<file path="config.mk">
export PLATFORM = sky130hd
export DESIGN_NAME = usb_fifo_streamer
export DESIGN_NICKNAME = d
export VERILOG_FILES = /design/src/rtl/usb_fifo_streamer_pkg.sv /design/src/rtl/flag_synchronizer.sv /design/src/rtl/frame_byte_counter.sv /design/src/rtl/fifo_strobe_gen.sv /design/src/rtl/usb_fifo_streamer.sv
export SDC_FILE = /design/constraint.sdc
export NUM_CORES = 1
export LEC_CHECK = 0
export BUFFER_PORTS_ARGS = -buffer_cell sky130_fd_sc_hd__buf_2
export CORE_ASPECT_RATIO = 0.7
export CORE_MARGIN = 8
export CORE_UTILIZATION = 45
export DETAILED_ROUTE_END_ITERATION = 16
export PLACE_DENSITY = 0.71
export SKIP_CTS_REPAIR_TIMING = 1
export SYNTH_ARGS = -nofsm -noshare
export SYNTH_HDL_FRONTEND = slang
export SYNTH_SLANG_ARGS = --single-unit
</file>
<file path="constraint.sdc">
create_clock -name clk -period 1.99 [get_ports clk]
set_input_delay 0.0995 -clock clk [delete_from_list [all_inputs] [get_ports clk]]
set_output_delay 0.0995 -clock clk [all_outputs]
set_load 0.005 [all_outputs]
</file>
<file path="src/rtl/usb_fifo_streamer_pkg.sv">
// Shared types for the FIFO write streamer.
// Assumes: nothing beyond the IEEE 1800-2017 language.
package usb_fifo_streamer_pkg;

    // Transfer sequencer states
    typedef enum logic [2:0] {
        ST_IDLE,
        ST_FETCH,
        ST_WAITD,
        ST_CHKFULL,
        ST_WRITE
    } xfer_state_t;

    // Phases of one external write cycle
    typedef enum logic [2:0] {
        PH_IDLE,
        PH_SETUP,
        PH_LOW,
        PH_HOLD,
        PH_SETTLE
    } wr_phase_t;

endpackage

</file>
<file path="src/rtl/flag_synchronizer.sv">
// Multi-flop synchronizer for one asynchronous level.
// Assumes: STAGES >= 2; the input is a level that stays put for several clocks.
module flag_synchronizer #(
    parameter int   STAGES  = 2,
    parameter logic RST_VAL = 1'b0
) (
    input  logic clk,
    input  logic rst_n,
    input  logic async_in,
    output logic sync_out
);
    logic [STAGES-1:0] chain_q;

    genvar g;
    generate
        for (g = 0; g < STAGES; g++) begin : g_stage
            if (g == 0) begin : g_first
                // First flop samples the asynchronous pin
                always_ff @(posedge clk) begin
                    if (!rst_n) chain_q[g] <= RST_VAL;
                    else        chain_q[g] <= async_in;
                end
            end else begin : g_next
                // Later flops resolve metastability
                always_ff @(posedge clk) begin
                    if (!rst_n) chain_q[g] <= RST_VAL;
                    else        chain_q[g] <= chain_q[g-1];
                end
            end
        end
    endgenerate

    assign sync_out = chain_q[STAGES-1];
endmodule

</file>
<file path="src/rtl/frame_byte_counter.sv">
// Counts bytes into packets and packets into a frame; forms the byte address.
// Assumes: packet size is a power of two; clear and step never coincide.
module frame_byte_counter #(
    parameter int PKT_LOG2   = 10,
    parameter int FRAME_PKTS = 1280,
    localparam int PKT_W     = (FRAME_PKTS > 1) ? $clog2(FRAME_PKTS) : 1,
    localparam int ADDR_W    = PKT_W + PKT_LOG2
) (
    input  logic              clk,
    input  logic              rst_n,
    input  logic              clear,
    input  logic              step,
    output logic [ADDR_W-1:0] addr,
    output logic              last
);
    logic [PKT_LOG2-1:0] byte_q;
    logic [PKT_W-1:0]    pkt_q;
    logic                pkt_end;

    assign pkt_end = (byte_q == {PKT_LOG2{1'b1}});
    assign last    = pkt_end && (pkt_q == PKT_W'(FRAME_PKTS - 1));
    assign addr    = {pkt_q, byte_q};

    // Offset within the packet and packet index, wrapping per packet
    always_ff @(posedge clk) begin
        if (!rst_n || clear) begin
            byte_q <= '0;
            pkt_q  <= '0;
        end else if (step) begin
            byte_q <= byte_q + 1'b1;
            if (pkt_end) pkt_q <= pkt_q + 1'b1;
        end
    end

    AST_PKT_IN_FRAME: assert property (@(posedge clk) disable iff (!rst_n)
        pkt_q <= PKT_W'(FRAME_PKTS - 1));
endmodule

</file>
<file path="src/rtl/fifo_strobe_gen.sv">
// Times one asynchronous FIFO write: setup, low strobe, hold, then settle gap.
// Assumes: all phase lengths >= 1; launch only while the generator is idle.
module fifo_strobe_gen
    import usb_fifo_streamer_pkg::*;
#(
    parameter int SETUP_CLKS  = 1,
    parameter int PULSE_CLKS  = 2,
    parameter int HOLD_CLKS   = 1,
    parameter int SETTLE_CLKS = 2
) (
    input  logic clk,
    input  logic rst_n,
    input  logic launch,
    output logic wr_n,
    output logic drive,
    output logic cycle_end
);
    localparam int MAX_AB = (SETUP_CLKS > PULSE_CLKS) ? SETUP_CLKS : PULSE_CLKS;
    localparam int MAX_CD = (HOLD_CLKS > SETTLE_CLKS) ? HOLD_CLKS : SETTLE_CLKS;
    localparam int MAXLEN = (MAX_AB > MAX_CD) ? MAX_AB : MAX_CD;
    localparam int TW     = (MAXLEN > 1) ? $clog2(MAXLEN) : 1;

    wr_phase_t       phase_q, phase_d;
    logic [TW-1:0]   tmr_q, tmr_d;
    logic            wr_n_q, drive_q;

    assign cycle_end = (phase_q == PH_SETTLE) && (tmr_q == '0);
    assign wr_n      = wr_n_q;
    assign drive     = drive_q;

    // Next phase and phase timer
    always_comb begin
        phase_d = phase_q;
        tmr_d   = (tmr_q == '0) ? tmr_q : tmr_q - 1'b1;
        case (phase_q)
            PH_IDLE:   if (launch)        begin phase_d = PH_SETUP;  tmr_d = TW'(SETUP_CLKS - 1);  end
            PH_SETUP:  if (tmr_q == '0)   begin phase_d = PH_LOW;    tmr_d = TW'(PULSE_CLKS - 1);  end
            PH_LOW:    if (tmr_q == '0)   begin phase_d = PH_HOLD;   tmr_d = TW'(HOLD_CLKS - 1);   end
            PH_HOLD:   if (tmr_q == '0)   begin phase_d = PH_SETTLE; tmr_d = TW'(SETTLE_CLKS - 1); end
            PH_SETTLE: if (tmr_q == '0)   begin phase_d = PH_IDLE;   tmr_d = '0;                   end
            default:                      begin phase_d = PH_IDLE;   tmr_d = '0;                   end
        endcase
    end

    // Phase register and glitch-free registered pin drivers
    always_ff @(posedge clk) begin
        if (!rst_n) begin
            phase_q <= PH_IDLE;
            tmr_q   <= '0;
            wr_n_q  <= 1'b1;
            drive_q <= 1'b0;
        end else begin
            phase_q <= phase_d;
            tmr_q   <= tmr_d;
            wr_n_q  <= (phase_d != PH_LOW);
            drive_q <= (phase_d == PH_SETUP) || (phase_d == PH_LOW) || (phase_d == PH_HOLD);
        end
    end

    // Checker: length of the current low strobe
    logic [TW:0] low_run_q;
    always_ff @(posedge clk) begin
        if (!rst_n || wr_n_q) low_run_q <= '0;
        else                  low_run_q <= low_run_q + 1'b1;
    end

    AST_PULSE_WIDTH: assert property (@(posedge clk) disable iff (!rst_n)
        $rose(wr_n_q) |-> (low_run_q == (TW+1)'(PULSE_CLKS)));
    AST_LAUNCH_WHEN_IDLE: assert property (@(posedge clk) disable iff (!rst_n)
        launch |-> (phase_q == PH_IDLE));
    AST_STROBE_DRIVEN: assert property (@(posedge clk) disable iff (!rst_n)
        !wr_n_q |-> drive_q);
endmodule

</file>
<file path="src/rtl/usb_fifo_streamer.sv">
// Streams one frame from the frame buffer into an external asynchronous
// slave FIFO, one byte per write strobe, gated by the FIFO full flag.
// Assumes: rd_valid comes at least one cycle after rd_req; the external
// controller commits each full packet itself.
module usb_fifo_streamer
    import usb_fifo_streamer_pkg::*;
#(
    parameter int DATA_W      = 8,
    parameter int PKT_LOG2    = 10,
    parameter int FRAME_PKTS  = 1280,
    parameter int SETUP_CLKS  = 1,
    parameter int PULSE_CLKS  = 2,
    parameter int HOLD_CLKS   = 1,
    parameter int SETTLE_CLKS = 2,
    parameter int SYNC_STAGES = 2,
    localparam int PKT_W      = (FRAME_PKTS > 1) ? $clog2(FRAME_PKTS) : 1,
    localparam int ADDR_W     = PKT_W + PKT_LOG2
) (
    input  logic              clk,
    input  logic              rst_n,
    input  logic              frame_go,
    output logic              frame_busy,
    output logic              frame_done,
    output logic              rd_req,
    output logic [ADDR_W-1:0] rd_addr,
    input  logic              rd_valid,
    input  logic [DATA_W-1:0] rd_data,
    output logic [DATA_W-1:0] fifo_data,
    output logic              fifo_oe,
    output logic              fifo_wr_n,
    input  logic              fifo_full_n
);
    xfer_state_t       state_q, state_d;
    logic [DATA_W-1:0] data_q;
    logic              done_q;
    logic              full_n_s;
    logic              launch, step, clear, load, finish;
    logic              cycle_end, last;

    flag_synchronizer #(.STAGES(SYNC_STAGES), .RST_VAL(1'b0)) u_sync (
        .clk(clk), .rst_n(rst_n), .async_in(fifo_full_n), .sync_out(full_n_s)
    );

    frame_byte_counter #(.PKT_LOG2(PKT_LOG2), .FRAME_PKTS(FRAME_PKTS)) u_cnt (
        .clk(clk), .rst_n(rst_n), .clear(clear), .step(step),
        .addr(rd_addr), .last(last)
    );

    fifo_strobe_gen #(
        .SETUP_CLKS(SETUP_CLKS), .PULSE_CLKS(PULSE_CLKS),
        .HOLD_CLKS(HOLD_CLKS), .SETTLE_CLKS(SETTLE_CLKS)
    ) u_strb (
        .clk(clk), .rst_n(rst_n), .launch(launch),
        .wr_n(fifo_wr_n), .drive(fifo_oe), .cycle_end(cycle_end)
    );

    // Sequencer: fetch a byte, wait for room, write it, advance
    always_comb begin
        state_d = state_q;
        launch  = 1'b0;
        step    = 1'b0;
        clear   = 1'b0;
        load    = 1'b0;
        finish  = 1'b0;
        case (state_q)
            ST_IDLE:    if (frame_go) begin clear = 1'b1; state_d = ST_FETCH; end
            ST_FETCH:   state_d = ST_WAITD;
            ST_WAITD:   if (rd_valid) begin load = 1'b1; state_d = ST_CHKFULL; end
            ST_CHKFULL: if (full_n_s) begin launch = 1'b1; state_d = ST_WRITE; end
            ST_WRITE:   if (cycle_end) begin
                            if (last) begin finish = 1'b1; state_d = ST_IDLE;  end
                            else      begin step   = 1'b1; state_d = ST_FETCH; end
                        end
            default:    state_d = ST_IDLE;
        endcase
    end

    // State, held byte and frame-done pulse
    always_ff @(posedge clk) begin
        if (!rst_n) begin
            state_q <= ST_IDLE;
            data_q  <= '0;
            done_q  <= 1'b0;
        end else begin
            state_q <= state_d;
            if (load) data_q <= rd_data;
            done_q  <= finish;
        end
    end

    assign rd_req     = (state_q == ST_FETCH);
    assign frame_busy = (state_q != ST_IDLE);
    assign frame_done = done_q;
    assign fifo_data  = data_q;

    AST_LAUNCH_NOT_FULL: assert property (@(posedge clk) disable iff (!rst_n)
        $rose(fifo_oe) |-> $past(full_n_s));
    AST_BUS_STABLE: assert property (@(posedge clk) disable iff (!rst_n)
        (fifo_oe && $past(fifo_oe)) |-> $stable(fifo_data));
    AST_IDLE_QUIET: assert property (@(posedge clk) disable iff (!rst_n)
        !frame_busy |-> (!fifo_oe && fifo_wr_n && !rd_req));
    AST_DONE_PULSE: assert property (@(posedge clk) disable iff (!rst_n)
        frame_done |=> !frame_done);
    AST_DONE_IDLE: assert property (@(posedge clk) disable iff (!rst_n)
        frame_done |-> !frame_busy);
    AST_HOLD_WHILE_FULL: assert property (@(posedge clk) disable iff (!rst_n)
        (state_q == ST_CHKFULL && $past(state_q == ST_CHKFULL)) |-> ($stable(rd_addr) && fifo_wr_n));
endmodule

</file>
# Word-level counts from Yosys, hierarchy flattened
# Cells that the tools add are included.
# Widths: inputs -> output; s select.
# classes
mux,27
eq_ne,18
add_sub_neg,3
bitwise,1
reduce_logical,14
# ops
op,count
$pmux 3 s5,2
$mux 3,9
$eq 3x2->1 const B,6
$mux 1,15
$add 11x1->11 const B,1
$eq 11x11->1 const B,1
$add 10x1->10 const B,1
$eq 10x10->1 const B,1
$eq 3x1->1 const B,3
$eq 3x3->1 const B,2
$logic_not 3->1,2
$ne 2x2->1 const B,3
$reduce_and 4->1,1
$reduce_or 2->1,2
$logic_or 1x1->1,3
$ne 3x2->1 const B,1
$pmux 1 s3,1
$reduce_and 3->1,1
$reduce_bool 3->1,1
$logic_and 1x1->1,2
$ne 2x1->1 const B,1
$reduce_and 2->1,1
$logic_not 1->1,1
$not 1->1,1
$sub 1x1->1 const B,1
# word_totals
in_bits,13
output_inout_bits,34
register_bits,41

# Logic depth before layout (Yosys ltp)
# logic_depth
word_depth,7
ltp_mapped,8

# Hierarchy
# From an unflattened synthesis, not the netlist that was laid out.
# hier_totals
cells_unflattened,194
area_unflattened_um2,1796.7
# by_module_without_submodules
mod,n_inst,area_per_inst_um2,cells_each
frame_byte_counter,1,959.7,112
usb_fifo_streamer,1,529.3,51
fifo_strobe_gen,1,255.2,27
flag_synchronizer,1,52.6,4

# Worst setup path after synthesis
# No wires, ideal clock.
# synth_timing
kind,reg2reg
from,register u_strb.phase_q[1]
to,register u_cnt.pkt_q[6]
arrival_time_ns,2.053
slack_ns,-0.135
n_path_buf,2
setup_time_ns,0.072
synth_period_minus_slack_ns,2.125
path_stages_with_launch,8
path_cell_list,dfxtp_1 buf_6 or4b_4 buf_6 nor4_4 nand2_2 or3_1 a21oi_1
# synth_via
elab_chain_cells,5
# synth_rtl
item,line,rtl
"start, declared",fifo_strobe_gen.sv:23,"wr_phase_t phase_q, phase_d;"
"start signal, assigned",fifo_strobe_gen.sv:53,phase_q <= phase_d;
$eq 3x3->1,fifo_strobe_gen.sv:27,assign cycle_end = (phase_q == PH_SETTLE) && (tmr_q == '0);
$logic_and 1x1->1,fifo_strobe_gen.sv:27,
$mux 1,usb_fifo_streamer.sv:70,ST_WRITE: if (cycle_end) begin
$mux 1,usb_fifo_streamer.sv:65,case (state_q)
$reduce_and 2->1 (no source line),--,
"end signal, assigned",frame_byte_counter.sv:31,if (pkt_end) pkt_q <= pkt_q + 1'b1;
"end, declared",frame_byte_counter.sv:17,logic [PKT_W-1:0] pkt_q;
# Every way passes these cells.
# A chain may end at the register's enable or synchronous reset.

# Worst setup path after layout
# layout_timing
from,register u_strb.tmr_q
to,register u_cnt.byte_q[8]
# layout_via
elab_chain_cells,4
# layout_rtl
item,line,rtl
"start, declared",fifo_strobe_gen.sv:24,"logic [TW-1:0] tmr_q, tmr_d;"
"start signal, assigned",fifo_strobe_gen.sv:54,tmr_q <= tmr_d;
$not 1->1,fifo_strobe_gen.sv:27,
$logic_and 1x1->1,fifo_strobe_gen.sv:27,
$mux 1,usb_fifo_streamer.sv:70,
$mux 1,usb_fifo_streamer.sv:65,
"end signal, assigned",frame_byte_counter.sv:30,byte_q <= byte_q + 1'b1;
"end, declared",frame_byte_counter.sv:16,logic [PKT_LOG2-1:0] byte_q;
# Every way passes these cells.

==> impl_metrics.toml <==
[status]
status = "finished, final reports clean"

[route]
viasPerCell = 5.24
highest_layer = "met4"
wire_per_inst_um = 13.4
antenna_left = 0
drcViolationCount = 0
drtIter0Drc = 75
finalWirelength_mm = 4.34
wl_met1_mm = 2.14
dr_wl_met2_mm = 1.90
drt_first_pass_iters = 5
wl_met3_um = 257
vias = 1694

[logic_synthesis]
synth_seq_cells = 41
synth_area_per_cell_um2 = 9.14
synth_top_cell_area_share_pct = 44.0
yosysWarnings = 0
syn_nets = 219
yosysTopAreaCell = "dfxtp_1"
synthSimpleGateAreaFrac_pct = 31.5
synthAdderAreaFrac_pct = 1.34
synth-compound-area-share_pct = 9.39
seq_area_frac_synth_pct = 44.0
yosys-top-cells-area = "dfxtp_1 44%, xor2_1 5.2%, mux2i_1 4.8%, nor2_1 4.2%, nor2b_1 3.7%"
synth_top_family_by_area = "simple AND/OR/NAND/NOR gates"
synth_xor_area_share_pct = 5.63
yosysUniqueCellTypes = 41
synth.mux.area_fraction_pct = 4.83
synth_area_um2 = 1870
postSynthCellCount = 204

[critical_path]
path_max_fanout = 3
required_ps = 2210
slowest_delay_ps = 560
cp_cell_sequence = "or4b_4, nor4b_4, buf_4, o211ai_1, or3_1, a21oi_1"
end_kind = "flip-flop"
crit_arrival_ps = 2190
cp_num_buf_inv = 1
path_class = "flip-flop to flip-flop"
crit_family = "simple AND/OR/NAND/NOR gates"
start_kind = "flip-flop"
cp_slowest_cell = "or4b_4"

[sta]
min_period_over_period_pct = 98.7
fmaxAchievable_ghz = 0.509
period_needed_ps = 1960
setup_tns_ps = 0
tightestPinTransition_ps = 334
finalSetupViolCount = 0
slew_viol_final = 0
max_slew_margin_pct = 77.6
finClkSkew_ps = 4.13
hold_viol = 0
rsz0062_at_grt = "true"
setup_slack_ps = 26.3

[power]
power.internal_mw = 1.12
power.share.clock_pct = 34.3
switchingPower_mw = 0.330
ir_drop_mv = 0.407
leakage_nw = 1.04
swShare_pct = 22.8
p_comb_share_pct = 7.7
power_density_nw_per_um2 = 604
total_power_mw = 1.44
seqPwrFrac_pct = 58.0

[clock_network]
cts_tree = "built"
cts_buffer_depth = 2
cts_root_buf = "clkbuf_8"
clk_latency_ps = 290
cts_made_buffers = 5
clock_sinks = 41
cts_max_level = 2
path_clk_slew_ps = 70

[floorplan]
initial_utilization_pct = 47.3
die_area_um2 = 6490
dieWidth_um = 93.0
core_um2 = 3950
io-pin-count = 47
row_count = 19
die_y_um = 69.9

[global_route]
grt_max_degree = 19
grt_pass1_wl_mm = 7.22
grt_use_total_pct = 13.3
grt.overflow.total = 0
first_global_vias = 1557
antenna_found_initial = 0

[layout]
design_area_um2 = 2390
stdcell_count = 323
nNetsFinal = 287
nFillCells = 362
final_layout_size_suffix_gt1_share_pct = 31.7
area_delta_synth_final_pct = 28.2
antenna_cells = 0

[placed_design]
dp_cells = 312
place_area_um2 = 2260
dpl.hpwl_mm = 3.10
gp_congestion = 0.784
port_buffers = 46
pre_cts_slack_ps = 65.0

[flow_run]
cap_violations = 0

[min_path]
min_path_type = "input pin to flip-flop"
-- Yosys cell counts --
| cell type | instances |
|---|---|
| a31oi_1 | 2 |
| o21ai_0 | 8 |
| nor2b_1 | 11 |
| or4_1 | 1 |
| or4bb_1 | 1 |
| buf_2 | 1 |
| o211ai_1 | 1 |
| xor2_1 | 11 |
| o22ai_1 | 2 |
| nand2_1 | 9 |
| and3_1 | 7 |
| or3_1 | 7 |
| nand2b_1 | 6 |
| inv_1 | 2 |
| buf_6 | 2 |
| a221oi_1 | 1 |
| ha_1 | 2 |
| o2111ai_1 | 1 |
| nor4_4 | 1 |
| nand3_1 | 13 |
| nor4bb_1 | 1 |
| o21ai_1 | 2 |
| o31ai_1 | 1 |
| dfxtp_1 | 41 |
| nor4b_4 | 1 |
| or4b_4 | 1 |
| o31a_1 | 1 |
| nor3_2 | 1 |
| and2_1 | 2 |
| nor3_1 | 2 |
| nand2_2 | 1 |
| nor2_1 | 21 |
| xnor2_1 | 1 |
| and4_1 | 2 |
| nor3b_1 | 3 |
| nand4_1 | 8 |
| o21a_1 | 2 |
| a21oi_1 | 7 |
| clkbuf_1 | 7 |
| o41ai_1 | 1 |
| mux2i_1 | 9 |
-- layer usage --
metal,up-vias,GRT usage [%]
met3,4,4.06
met2,40,19.5
met4,0,4.80
li1,869,-
met5,-,0
met1,781,17.9
-- worst paths after layout --
path                          start  depth (start not counted)                end  slack, ps
setup / recovery       u_strb.tmr_q                          6    u_cnt.byte_q[8]         30
hold / removal          fifo_full_n                          2  u_sync.chain_q[0]         20
setup reg to reg       u_strb.tmr_q                          6    u_cnt.byte_q[8]         30
hold reg to reg   u_sync.chain_q[0]                          1    u_sync.sync_out        440
-- cell type report --
cell class	count	area [um2]	share of cell area (%)
Multi-Input combinational cell	151	996	41.7
Clock inverter	1	5.00	0.209
Timing Repair Buffer	71	427	17.8
Inverter	2	7.51	0.314
Sequential cell	41	822	34.4
Clock buffer	5	68.8	2.88
Tap cell	52	65.1	2.72
-- power by group through the flow --
stage,sequential (mW),combinational [mW],clock (mW)
after floorplan,0.859,0.0657,0
after global placement,0.857,0.111,0
after detailed placement,0.857,0.112,0
after CTS,0.838,0.113,0.506
after global routing,0.839,0.128,0.549
final,0.838,0.112,0.495
-- sequential cells by signal, indices dropped and copies added, names as in the netlist --
signal	count
u_strb.wr_n	1
frame_done	1
u_strb.phase_q	3
u_strb.tmr_q	1
u_sync.sync_out	1
u_strb.drive	1
fifo_data	8
u_cnt.byte_q	10
u_cnt.pkt_q	11
u_sync.chain_q	1
state_q	3
-- metrics by stage --
stage | utilization [%] | hold WS [ps]
finish | 60.6 | 15.7
global route | 60.6 | 10.4
CTS | 59.2 | 7.57
detailed placement | 57.3 | 308
global placement | 57.3 | 309
floorplan | - | 227
-- worst register-to-register path: cells and delay by family (launching register included) --
kind                   cells  cell delay, ps
AO/OA/AOI/OAI              2             270
AND/OR/NAND/NOR            3            1150
flip-flops                 1             320
buffers and inverters      1             170
-- cells in the final DEF (no fill, tap or decap), drive strengths merged, types with 2 or more instances in the layout --
master | netlist | routed
a21oi | 7 | 7
a31oi | 2 | 2
and2 | 2 | 2
and3 | 7 | 7
and4 | 2 | 2
buf | 3 | 71
clkbuf | 7 | 5
dfxtp | 41 | 41
ha | 2 | 2
inv | 2 | 2
mux2i | 9 | 9
nand2 | 10 | 10
nand2b | 6 | 6
nand3 | 13 | 13
nand4 | 8 | 8
nor2 | 21 | 21
nor2b | 11 | 11
nor3 | 3 | 3
nor3b | 3 | 3
o21a | 2 | 2
o21ai | 10 | 10
o22ai | 2 | 2
or3 | 7 | 7
xor2 | 11 | 11
-- cell families (layout without fill, tap and decap cells) --
logic type	count (synthesis)	after routing
AO/OA/AOI/OAI	29	29
XOR/XNOR	12	12
adder cells (fa/ha/maj)	2	2
buffers and inverters	12	79
flip-flops	41	41
multiplexers	9	9
AND/OR/NAND/NOR	99	99
(Power assumes the default switching activity.)
